[config.mk]
export PLATFORM = sky130hd
export DESIGN_NAME = aux_i2c_bridge
export DESIGN_NICKNAME = d
export VERILOG_FILES = /design/src/rtl/aux_bridge_pkg.sv /design/src/rtl/aux_cmd_decode.sv /design/src/rtl/aux_open_track.sv /design/src/rtl/aux_i2c_bridge.sv
export SDC_FILE = /design/constraint.sdc
export NUM_CORES = 1
export LEC_CHECK = 0
export BUFFER_PORTS_ARGS = -buffer_cell sky130_fd_sc_hd__buf_2
export CORE_ASPECT_RATIO = 0.8
export CORE_MARGIN = 1.5
export CORE_UTILIZATION = 55
export DETAILED_ROUTE_END_ITERATION = 7
export PLACE_DENSITY_LB_ADDON = 0.05
export SLEW_MARGIN = 40
export SYNTH_ARGS = -nofsm -noshare
export SYNTH_HDL_FRONTEND = slang
export SYNTH_SLANG_ARGS = --single-unit
[constraint.sdc]
create_clock -name clk -period 4.5 [get_ports clk]
set_clock_uncertainty 0.05 [all_clocks]
set_input_delay 0.9 -clock clk [delete_from_list [all_inputs] [get_ports clk]]
set_output_delay 0.9 -clock clk [all_outputs]
set_load 0.02 [all_outputs]
[src/rtl/aux_bridge_pkg.sv]
package aux_bridge_pkg;

    typedef enum logic [1:0] {
        RSP_ACK      = 2'b00,
        RSP_NACK     = 2'b01,
        RSP_I2C_ACK  = 2'b10,
        RSP_I2C_NACK = 2'b11
    } rsp_e;

    typedef enum logic [1:0] {
        OP_START = 2'd0,
        OP_SEND  = 2'd1,
        OP_RECV  = 2'd2,
        OP_STOP  = 2'd3
    } i2c_op_e;

    typedef enum logic [1:0] {
        K_BAD    = 2'd0,
        K_NATIVE = 2'd1,
        K_PLAIN  = 2'd2,
        K_OPEN   = 2'd3
    } kind_e;

    typedef enum logic [2:0] {
        ST_IDLE,
        ST_DISPATCH,
        ST_NATIVE,
        ST_PRE_END,
        ST_START,
        ST_XFER,
        ST_POST_END,
        ST_REPLY
    } state_e;

    localparam logic [3:0] CMD_INVALID = 4'hF;

endpackage

[src/rtl/aux_cmd_decode.sv]
module aux_cmd_decode
    import aux_bridge_pkg::*;
(
    input  logic [3:0] cmd,
    output kind_e      kind,
    output logic       is_read
);
    // bit3 selects the register space, bit2 the open-ended I2C form,
    // bit0 the direction; bit1 is never set in a supported code
    always_comb begin
        is_read = cmd[0];
        if (cmd[1]) begin
            kind = K_BAD;
        end else if (cmd[3]) begin
            kind = cmd[2] ? K_BAD : K_NATIVE;
        end else begin
            kind = cmd[2] ? K_OPEN : K_PLAIN;
        end
    end
endmodule

[src/rtl/aux_open_track.sv]
module aux_open_track
    import aux_bridge_pkg::*;
#(
    parameter int ADDR_W = 20
) (
    input  logic              clk,
    input  logic              rst_n,
    input  logic              upd,
    input  logic [ADDR_W-1:0] cur_addr,
    input  logic [3:0]        cur_cmd,
    output logic              differ
);
    typedef struct packed {
        logic [ADDR_W-1:0] addr;
        logic [3:0]        cmd;
    } trk_t;

    trk_t trk_d, trk_q;

    always_comb begin
        trk_d = trk_q;
        if (upd) begin
            trk_d.addr = cur_addr;
            trk_d.cmd  = cur_cmd;
        end
    end

    always_ff @(posedge clk) begin
        if (!rst_n) begin
            trk_q.addr <= '1;
            trk_q.cmd  <= CMD_INVALID;
        end else begin
            trk_q <= trk_d;
        end
    end

    assign differ = (cur_addr != trk_q.addr) || (cur_cmd != trk_q.cmd);
endmodule

[src/rtl/aux_i2c_bridge.sv]
module aux_i2c_bridge
    import aux_bridge_pkg::*;
#(
    parameter int ADDR_W = 20,
    parameter int LEN_W  = 5,
    parameter int I2C_AW = 7
) (
    input  logic              clk,
    input  logic              rst_n,
    input  logic              req_valid,
    output logic              req_ready,
    input  logic [3:0]        req_cmd,
    input  logic [ADDR_W-1:0] req_addr,
    input  logic [LEN_W-1:0]  req_len,
    output logic              rsp_valid,
    output logic [1:0]        rsp_code,
    output logic [LEN_W-1:0]  buf_idx,
    input  logic [7:0]        buf_rdata,
    output logic              buf_wr,
    output logic [7:0]        buf_wdata,
    output logic              reg_req,
    output logic              reg_we,
    output logic [ADDR_W-1:0] reg_addr,
    output logic [7:0]        reg_wdata,
    input  logic [7:0]        reg_rdata,
    input  logic              reg_err,
    output logic              i2c_req,
    output logic [1:0]        i2c_op,
    output logic [I2C_AW-1:0] i2c_addr,
    output logic              i2c_rd,
    output logic [7:0]        i2c_wdata,
    input  logic              i2c_done,
    input  logic              i2c_nak,
    input  logic [7:0]        i2c_rdata,
    output logic              link_open
);
    typedef struct packed {
        state_e            st;
        logic [3:0]        cmd;
        logic [ADDR_W-1:0] addr;
        logic [LEN_W-1:0]  len;
        logic [LEN_W-1:0]  idx;
        rsp_e              code;
        logic              open;
    } ctx_t;

    localparam ctx_t CTX_RST = '{ST_IDLE, 4'h0, '0, '0, '0, RSP_ACK, 1'b0};

    ctx_t    ctx_d, ctx_q;
    kind_e   kind;
    logic    rd;
    logic    differ;
    logic    trk_upd;
    i2c_op_e op;

    aux_cmd_decode u_dec (
        .cmd     (ctx_q.cmd),
        .kind    (kind),
        .is_read (rd)
    );

    aux_open_track #(.ADDR_W(ADDR_W)) u_trk (
        .clk      (clk),
        .rst_n    (rst_n),
        .upd      (trk_upd),
        .cur_addr (ctx_q.addr),
        .cur_cmd  (ctx_q.cmd),
        .differ   (differ)
    );

    always_comb begin
        ctx_d   = ctx_q;
        trk_upd = 1'b0;
        i2c_req = 1'b0;
        op      = OP_START;
        reg_req = 1'b0;
        buf_wr  = 1'b0;
        unique case (ctx_q.st)
            ST_IDLE: begin
                if (req_valid) begin
                    ctx_d.cmd  = req_cmd;
                    ctx_d.addr = req_addr;
                    ctx_d.len  = req_len;
                    ctx_d.idx  = '0;
                    ctx_d.st   = ST_DISPATCH;
                end
            end
            ST_DISPATCH: begin
                unique case (kind)
                    K_BAD: begin
                        ctx_d.code = RSP_NACK;
                        ctx_d.st   = ST_REPLY;
                    end
                    K_NATIVE: ctx_d.st = ST_NATIVE;
                    K_PLAIN:  ctx_d.st = ctx_q.open ? ST_PRE_END : ST_START;
                    K_OPEN: begin
                        if (!ctx_q.open) begin
                            ctx_d.st = ST_START;
                        end else if (differ) begin
                            ctx_d.st = ST_PRE_END;
                        end else begin
                            trk_upd  = 1'b1;
                            ctx_d.st = ST_XFER;
                        end
                    end
                endcase
            end
            ST_NATIVE: begin
                if (ctx_q.idx == ctx_q.len) begin
                    ctx_d.code = RSP_ACK;
                    ctx_d.st   = ST_REPLY;
                end else begin
                    reg_req = 1'b1;
                    if (reg_err) begin
                        ctx_d.code = RSP_NACK;
                        ctx_d.st   = ST_REPLY;
                    end else begin
                        buf_wr    = rd;
                        ctx_d.idx = ctx_q.idx + 1'b1;
                    end
                end
            end
            ST_PRE_END: begin
                i2c_req = 1'b1;
                op      = OP_STOP;
                if (i2c_done) begin
                    ctx_d.open = 1'b0;
                    ctx_d.st   = ST_START;
                end
            end
            ST_START: begin
                i2c_req = 1'b1;
                op      = OP_START;
                if (i2c_done) begin
                    if (i2c_nak) begin
                        ctx_d.code = RSP_I2C_NACK;
                        ctx_d.st   = ST_REPLY;
                    end else begin
                        ctx_d.open = 1'b1;
                        trk_upd    = (kind == K_OPEN);
                        ctx_d.st   = ST_XFER;
                    end
                end
            end
            ST_XFER: begin
                if (ctx_q.idx == ctx_q.len) begin
                    ctx_d.code = RSP_I2C_ACK;
                    ctx_d.st   = (kind == K_PLAIN) ? ST_POST_END : ST_REPLY;
                end else begin
                    i2c_req = 1'b1;
                    op      = rd ? OP_RECV : OP_SEND;
                    if (i2c_done) begin
                        if (i2c_nak) begin
                            ctx_d.code = RSP_I2C_NACK;
                            ctx_d.st   = ST_POST_END;
                        end else begin
                            buf_wr    = rd;
                            ctx_d.idx = ctx_q.idx + 1'b1;
                        end
                    end
                end
            end
            ST_POST_END: begin
                i2c_req = 1'b1;
                op      = OP_STOP;
                if (i2c_done) begin
                    ctx_d.open = 1'b0;
                    ctx_d.st   = ST_REPLY;
                end
            end
            ST_REPLY: ctx_d.st = ST_IDLE;
            default:  ctx_d.st = ST_IDLE;
        endcase
    end

    always_ff @(posedge clk) begin
        if (!rst_n) begin
            ctx_q <= CTX_RST;
        end else begin
            ctx_q <= ctx_d;
        end
    end

    assign req_ready = (ctx_q.st == ST_IDLE);
    assign rsp_valid = (ctx_q.st == ST_REPLY);
    assign rsp_code  = ctx_q.code;
    assign buf_idx   = ctx_q.idx;
    assign buf_wdata = (kind == K_NATIVE) ? reg_rdata : i2c_rdata;
    assign reg_we    = !rd;
    assign reg_addr  = ctx_q.addr + ADDR_W'(ctx_q.idx);
    assign reg_wdata = buf_rdata;
    assign i2c_op    = op;
    assign i2c_addr  = ctx_q.addr[I2C_AW-1:0];
    assign i2c_rd    = rd;
    assign i2c_wdata = buf_rdata;
    assign link_open = ctx_q.open;

    // the reply lasts one cycle and the bridge is ready right after
    p_rsp_pulse_r3: assert property (@(posedge clk) disable iff (!rst_n)
        rsp_valid |=> (!rsp_valid && req_ready));

    // an unsupported code is answered with NACK on the next cycle
    p_bad_cmd_r2: assert property (@(posedge clk) disable iff (!rst_n)
        (ctx_q.st == ST_DISPATCH && kind == K_BAD) |=>
            (rsp_valid && rsp_code == RSP_NACK));

    // a refused register access ends the request with NACK
    p_native_err_r5: assert property (@(posedge clk) disable iff (!rst_n)
        (reg_req && reg_err) |=> (rsp_valid && rsp_code == RSP_NACK));

    // operation held stable until the port completes it
    p_hold_r10: assert property (@(posedge clk) disable iff (!rst_n)
        (i2c_req && !i2c_done) |=> (i2c_req && $stable(i2c_op)));

    // no START on an open link
    p_no_start_open_r10: assert property (@(posedge clk) disable iff (!rst_n)
        (i2c_req && i2c_op == OP_START) |-> !link_open);

    // register space and I2C port are never used together
    p_excl_r10: assert property (@(posedge clk) disable iff (!rst_n)
        !(reg_req && i2c_req));

    // a completed STOP closes the link
    p_stop_closes_r7: assert property (@(posedge clk) disable iff (!rst_n)
        (i2c_req && i2c_op == OP_STOP && i2c_done) |=> !link_open);

    // a plain request never leaves the link open
    p_plain_closed_r6: assert property (@(posedge clk) disable iff (!rst_n)
        (rsp_valid && kind == K_PLAIN) |-> !link_open);

    // a successful open-ended request keeps the link open
    p_open_kept_r9: assert property (@(posedge clk) disable iff (!rst_n)
        (rsp_valid && kind == K_OPEN && rsp_code == RSP_I2C_ACK) |-> link_open);

endmodule

==> out/metrics.cfg, run 1 <==
[place]
dpl_worst_slack_ns = 1.102
place.gp.congestion = 0.7971
place_hpwl_um = 6574
portBuffers = 102
dp_cells = 609
dpl_cell_area_um2 = 4204

[layout]
layout_common_cells = 101 x buf_2, 98 x nand2_1, 64 x dfxtp_1
layout-drive-gt1-share_pct = 25.51
diodes = 0
fin_nets = 599
syn_to_final_growth_pct = 10.75
utilization_pct = 63.47
final_common_cell = buf_2
fin_area_um2 = 4395
final_cells = 624

[timing]
hold_ws_ns = 0.4162
fmax_mhz = 268.5
period_needed_ns = 3.724
hold_viol_final = 0
fin_crit_sh_pct = 82.76
final_max_slew_viol_count = 0
slew_headroom_pct = 47.46
rsz0062_at_grt = false
setup_viol = 0
setup_ws_ns = 0.7757
fin_tns_setup_ns = 0
tightest_slew_ns = 0.7870

[detailed_routing]
vias_per_cell = 5.393
drcViolationCount = 0
ant_nets = 0
initialDrtViolationCount = 166
wl_per_cell_um = 14.86
routed_wl_um = 9270
dr.pass1.iters = 5
routed-via-count = 3365

[synthesis]
ys_ff_latch = 64
synth_nets = 544
synth_cells = 478
netlist_area_um2 = 3969
yosysSeqAreaShare_pct = 32.28
synth_ff_type = dfxtp_1
synth_cell_types = 54
synth_warnings = 0
synth_enable_flop_cells = 0
syn_area_per_cell_um2 = 8.303
synthArstFlopShare_pct = 0

[floorplanning]
initial_core_util_pct = 57.31
core-area_um2 = 6925
dieArea_um2 = 7738
io_pins = 127
die_w_um = 97.98
die_h_um = 78.98
rows = 27

[clocking]
cts-resized-gates = 0
clkTransAtPathRegs_ns = 0.07
insertion_delay_ns = 0.34
postCtsSetupBuffers = 0
cts_tree = yes
hold_buffers = 0
cts-buffers-inserted = 9
root_buffer = clkbuf_8
cts_buffer_depth = 2
h-tree-depth = 3
cts_sinks = 64

[worst_setup_path]
r2r_start = ctx_q[39]
cp_max_fo = 6
start_kind = register
r2r-end = u_trk.trk_q[4]
reg2reg_slack_ns = 2.15
worstPathRequired_ns = 3.55
arrival_ns = 2.77
reg2reg_depth = 7
endpoint_kind = output port
path_class = register to output port

[power]
p_per_area_nw_per_um2 = 524.4
internal_power_mw = 1.314
pwr-share-comb_pct = 42.0
power_switching_mw = 0.9909
peakVddDrop_mv = 0.2661
leakagePower_nw = 2.055
sequentialPowerShare_pct = 36.9
design_power_total_mw = 2.305
power_frac_clock_pct = 21.1
switching_share_pct = 42.99

[global_routing]
gr-usage-all-layers_pct = 24.67
grt_max_degree = 61
grt-ovfl-total = 0
grt_pass1_wl_um = 15300
grt_pass1_vias = 3190
grt_antenna_before_repair = 0

[outcome]
outcome = complete, no violations

[hold_path]
holdPathStages = 2
min-delay-start = u_trk.trk_q[1]
whs_endpoint = u_trk.trk_q[1]
hp-class = register to register

[job]
max-cap-violations = 0

critical path, stage by stage, from the launching register on:
cell and delay, ns:
dfxtp_1 0.45, ha_1 0.21, inv_1 0.06, fa_1 0.41, nor2b_1 0.13, o21a_1 0.14
o21ai_0 0.10, a21oi_1 0.44, nand4_1 0.18, xnor2_1 0.14, buf_2 0.17
power by group through the flow:
stage / clock (mW) / sequential, mW / combinational [mW]
finish: 0.486 / 0.850 / 0.969
global route: 0.516 / 0.875 / 1.07
CTS: 0.492 / 0.847 / 0.976
detailed placement: 0 / 0.861 / 0.971
global placement: 0 / 0.855 / 0.958
floorplan: 0 / 0.743 / 0.883
kinds of logic after synthesis:
logic type | share of synthesized area (%)
mux | 7.314
simple gates | 20.08
xor+xnor | 11.22
flops | 32.28
buf+inv | 11.92
fa+ha+maj | 2.396
compound gates | 14.79
area by class of cell:
cell class	instances	area, um2
Fill cell	641	2530
Multi-Input combinational cell	338	2222
Sequential cell	64	1281
Timing Repair Buffer	106	543.0
Clock buffer	12	145.1
Tap cell	87	108.9
Inverter	14	52.55
Clock inverter	3	42.54
metal layers:
| metal | up-vias | track usage, % | part of all wire, % |
|---|---|---|---|
| met5 | - | 0 | 0 |
| met4 | 0 | 6.429 | 1.2 |
| met3 | 13 | 5.722 | 6.8 |
| met2 | 121 | 39.10 | 44 |
| met1 | 1544 | 33.96 | 48 |
| li1 | 1687 | - | - |
cell usage after synthesis, types with 3 or more instances:
| cell type | count | share of area, % |
|---|---|---|
| a211oi_1 | 3 | 0.57 |
| a21boi_0 | 29 | 5.5 |
| a21oi_1 | 12 | 1.5 |
| a22o_1 | 3 | 0.66 |
| buf_2 | 9 | 1.1 |
| buf_4 | 33 | 6.2 |
| buf_6 | 7 | 2.0 |
| clkbuf_1 | 13 | 1.2 |
| dfxtp_1 | 64 | 32 |
| ha_1 | 6 | 1.9 |
| inv_1 | 13 | 1.2 |
| mux2_2 | 8 | 2.3 |
| mux2i_1 | 20 | 5.0 |
| nand2_1 | 98 | 9.3 |
| nand2b_1 | 4 | 0.63 |
| nand3_1 | 7 | 0.88 |
| nand4_1 | 9 | 1.4 |
| nor2_1 | 25 | 2.4 |
| nor3_1 | 3 | 0.38 |
| nor4_1 | 4 | 0.63 |
| o211ai_1 | 4 | 0.76 |
| o21a_1 | 3 | 0.57 |
| o21ai_0 | 12 | 1.5 |
| o31ai_1 | 3 | 0.57 |
| or3_1 | 3 | 0.47 |
| xnor2_1 | 37 | 8.2 |
| xor2_1 | 12 | 2.6 |
how the worst max path moves through the flow:
stage	from	endpoint	depth (start not counted)
final	buf_idx[0]	reg_addr[14]	10
after CTS	buf_idx[0]	reg_addr[14]	10
after global placement	buf_idx[0]	reg_addr[14]	10
after global routing	buf_idx[0]	reg_addr[14]	10
after detailed placement	buf_idx[0]	reg_addr[14]	10
after floorplan	buf_idx[0]	reg_addr[14]	9
flip-flops by register name (all words and copies together), names as in the netlist:
name,count
buf_idx,5
ctx_q,25
i2c_addr,7
link_open,1
rsp_code,2
u_trk.trk_q,24
Power figures use the tool's default switching activity.
==> run 2, diff against run 1 <==
- ABC_AREA: default -> 1
- CORE_UTILIZATION: 55 -> 46
- clock period: 4.5 -> 3.3 ns (I/O delays scaled with it)
==> out/metrics.cfg, run 2 <==
[worst_setup_path]
arrival_ns = 2.47  ; -0.30 ns
cp_max_fo = 2  ; -4
endpoint_kind = output port
cp_top_family = simple AND/OR/NAND/NOR gates
r2r_start = ctx_q[20]
path_class = register to output port
cp_slowest_cell = fa_2
crit_chain = ha_4 -> inv_2 -> fa_2 -> inv_2 -> nand3_2 -> nand2_2 -> nand2_2 -> nand2_2 -> nand3_4 -> nor2_4 -> nand2_2 -> nor2_2 -> nand3_2 -> xor2_1 -> buf_4
path_buf_inv = 3  ; +1
worstPathRequired_ns = 2.59  ; -0.96 ns
crit_start = i2c_addr[0]
start_kind = register
crit_top_cell = nand2_2
max_stage_delay_ns = 0.39  ; -0.06 ns

[power]
design_power_total_mw = 3.402  ; +48%
sequentialPowerShare_pct = 33.9  ; -3.0 points
p_per_area_nw_per_um2 = 731.7  ; +40%
leakagePower_nw = 2.278  ; +11%
internal_power_mw = 1.936  ; +47%
peakVddDrop_mv = 0.3177  ; +19%
power_frac_clock_pct = 22.4  ; +1.3 points
power_switching_mw = 1.466  ; +48%
switching_share_pct = 43.08  ; +0.096 points
pwr-share-comb_pct = 43.7  ; +1.7 points

[clocking]
insertion_delay_ns = 0.35  ; about the same
hold_buffers = 0  ; unchanged
root_buffer = clkbuf_8
clkTransAtPathRegs_ns = 0.07  ; about the same
cts-buffers-inserted = 9  ; unchanged
h-tree-depth = 3  ; unchanged
cts_tree = yes
cts_buffer_depth = 2  ; unchanged
cts_sinks = 64  ; unchanged

[synthesis]
synth_enable_flop_cells = 0  ; unchanged
synth_area_leader_cell = dfxtp_1
synth_cell_types = 33  ; -39%
synth_warnings = 0  ; unchanged
synth_cells = 556  ; +16%
ys_top_cells_by_count = 118 x nand2_1, 64 x dfxtp_1, 55 x nor2_1
yosysMostFrequentCell = nand2_1
yosysTopAreaCellShare_pct = 33.02  ; +0.74 points
netlist_area_um2 = 3880  ; -2.2%
synth_nets = 622  ; +14%
synth_ff_type = dfxtp_1
ys_top_cells_by_area = dfxtp_1 33%, nand2_1 11%, buf_4 6.2%, nor2_1 5.3%, inv_1 5.2%
syn_area_per_cell_um2 = 6.978  ; -16%
yosysSeqAreaShare_pct = 33.02  ; +0.74 points
synthArstFlopShare_pct = 0  ; unchanged
ys_ff_latch = 64  ; unchanged

[detailed_routing]
wl_per_cell_um = 13.15  ; -12%
routed-via-count = 3707  ; +10%
routed_wl_um = 9834  ; +6.1%
vias_per_cell = 4.956  ; -8.1%
initialDrtViolationCount = 141  ; -15%
dr.pass1.iters = 5  ; unchanged
ant_nets = 0  ; unchanged
drcViolationCount = 0  ; unchanged

[timing]
fin_crit_sh_pct = 96.32
final_max_slew_viol_count = 0  ; unchanged
period_needed_ns = 3.179
fmax_mhz = 314.6
fin_tns_setup_ns = 0  ; unchanged
tightest_slew_ns = 0.7003  ; -0.08663 ns
hold_viol_final = 0  ; unchanged
rsz0062_at_grt = true
setup_viol = 0  ; unchanged
hold_ws_ns = 0.4083  ; -0.007880 ns
slew_headroom_pct = 53.14  ; +5.7 points

[global_routing]
grt_max_degree = 29  ; -52%
grt_pass1_wl_um = 15860  ; +3.6%
grt-ovfl-total = 0  ; unchanged
grt_pass1_vias = 3400  ; +6.6%
grt_antenna_before_repair = 0  ; unchanged
gr-usage-all-layers_pct = 22.14  ; -2.5 points

[place]
dpl_cell_area_um2 = 4279  ; +1.8%
place_hpwl_um = 7261  ; +10%
place.gp.congestion = 0.8589  ; +7.8%
portBuffers = 102  ; unchanged

[layout]
layout-drive-gt1-share_pct = 28.91  ; +3.4 points
fin_area_um2 = 4649  ; +5.8%
final_common_cell = nand2_1
largest_reg_flops = 25  ; unchanged
layout_common_cells = 114 x nand2_1, 101 x buf_2, 61 x dfxtp_1
fin_nets = 702  ; +17%
diodes = 0  ; unchanged
syn_to_final_growth_pct = 19.83
regMostFlops = ctx_q

[hold_path]
hp-class = register to register
min-delay-start = u_trk.trk_q[0]

[floorplanning]
io_pins = 127  ; unchanged
rows = 29  ; +7.4%
core-area_um2 = 8055  ; +16%
dieArea_um2 = 8998  ; +16%
die_w_um = 105.7  ; +7.9%
initial_core_util_pct = 48.17  ; -9.1 points
die_h_um = 85.15  ; +7.8%

[job]
max-cap-violations = 0  ; unchanged

[outcome]
outcome = complete, no violations

[run 2: path summary, 6_finish.rpt]
path | end | slack (ns) | cells past startpoint
worst min-delay path | u_trk.trk_q[0] | 0.41 | 2
worst max register to register | u_trk.trk_q[5] | 0.97 | 10
worst min register to register | u_trk.trk_q[0] | 0.41 | 2
worst max-delay path | reg_addr[18] | 0.12 | 15
[run 2: what timing repair did]
action	4_1_cts	5_1_grt
buffers inserted	2	3
pin swaps	3	10
endpoints found under the setup margin	2	10
gates resized for setup	5	21
[run 2: logic make-up (layout without fill, tap and decap cells)]
kind of cell               count (synthesis)  count (layout)  synth area share [%]
AOI/OAI and AO/OA                         83              83                 11.16
adders and majority gates                  7               7                 2.451
muxes                                      8               8                 2.322
and+or+nand+nor                          247             247                 28.15
buffers and inverters                    108             192                 14.09
DFF                                       64              64                 33.02
xor gates and xnor gates                  39              39                 8.803
[run 2: per-stage QoR]
stage	setup slack, ns	std cells	utilization (%)
final	0.1214	748	57.72
after global routing	-0.01702	748	57.72
after floorplan	0.3330	556	-
after detailed placement	0.2249	728	53.12
after global placement	0.2555	728	53.12
after CTS	0.01560	745	56.23
[run 2: power by group through the flow]
stage | logic (mW) | clock network (mW) | registers, mW
final | 1.49 | 0.763 | 1.15
after global routing | 1.65 | 0.808 | 1.18
after CTS | 1.47 | 0.780 | 1.14
after detailed placement | 1.46 | 0 | 1.15
after global placement | 1.45 | 0 | 1.15
after floorplan | 1.13 | 0 | 1.10
[run 2: worst min-delay path, delay by kind of cell, from the launching register on]
family        cells  cell delay (ns)
flops             1             0.32
simple gates      2             0.10
[run 2: cell type report]
| type | instances | area [um2] |
|---|---|---|
| Multi-Input combinational cell | 384 | 2158 |
| Clock inverter | 3 | 65.06 |
| Inverter | 60 | 225.2 |
| Clock buffer | 12 | 155.1 |
| Tap cell | 108 | 135.1 |
| Timing Repair Buffer | 117 | 625.6 |
| Fill cell | 775 | 3406 |
| Sequential cell | 64 | 1285 |
[run 2: layer usage]
| layer | vias up | part of all wire (%) | track usage, % |
|---|---|---|---|
| met3 | 11 | 6.1 | 6.528 |
| met5 | - | 0 | 0 |
| li1 | 1910 | - | - |
| met2 | 114 | 45 | 35.18 |
| met1 | 1672 | 48 | 29.97 |
| met4 | 0 | 1.1 | 4.668 |
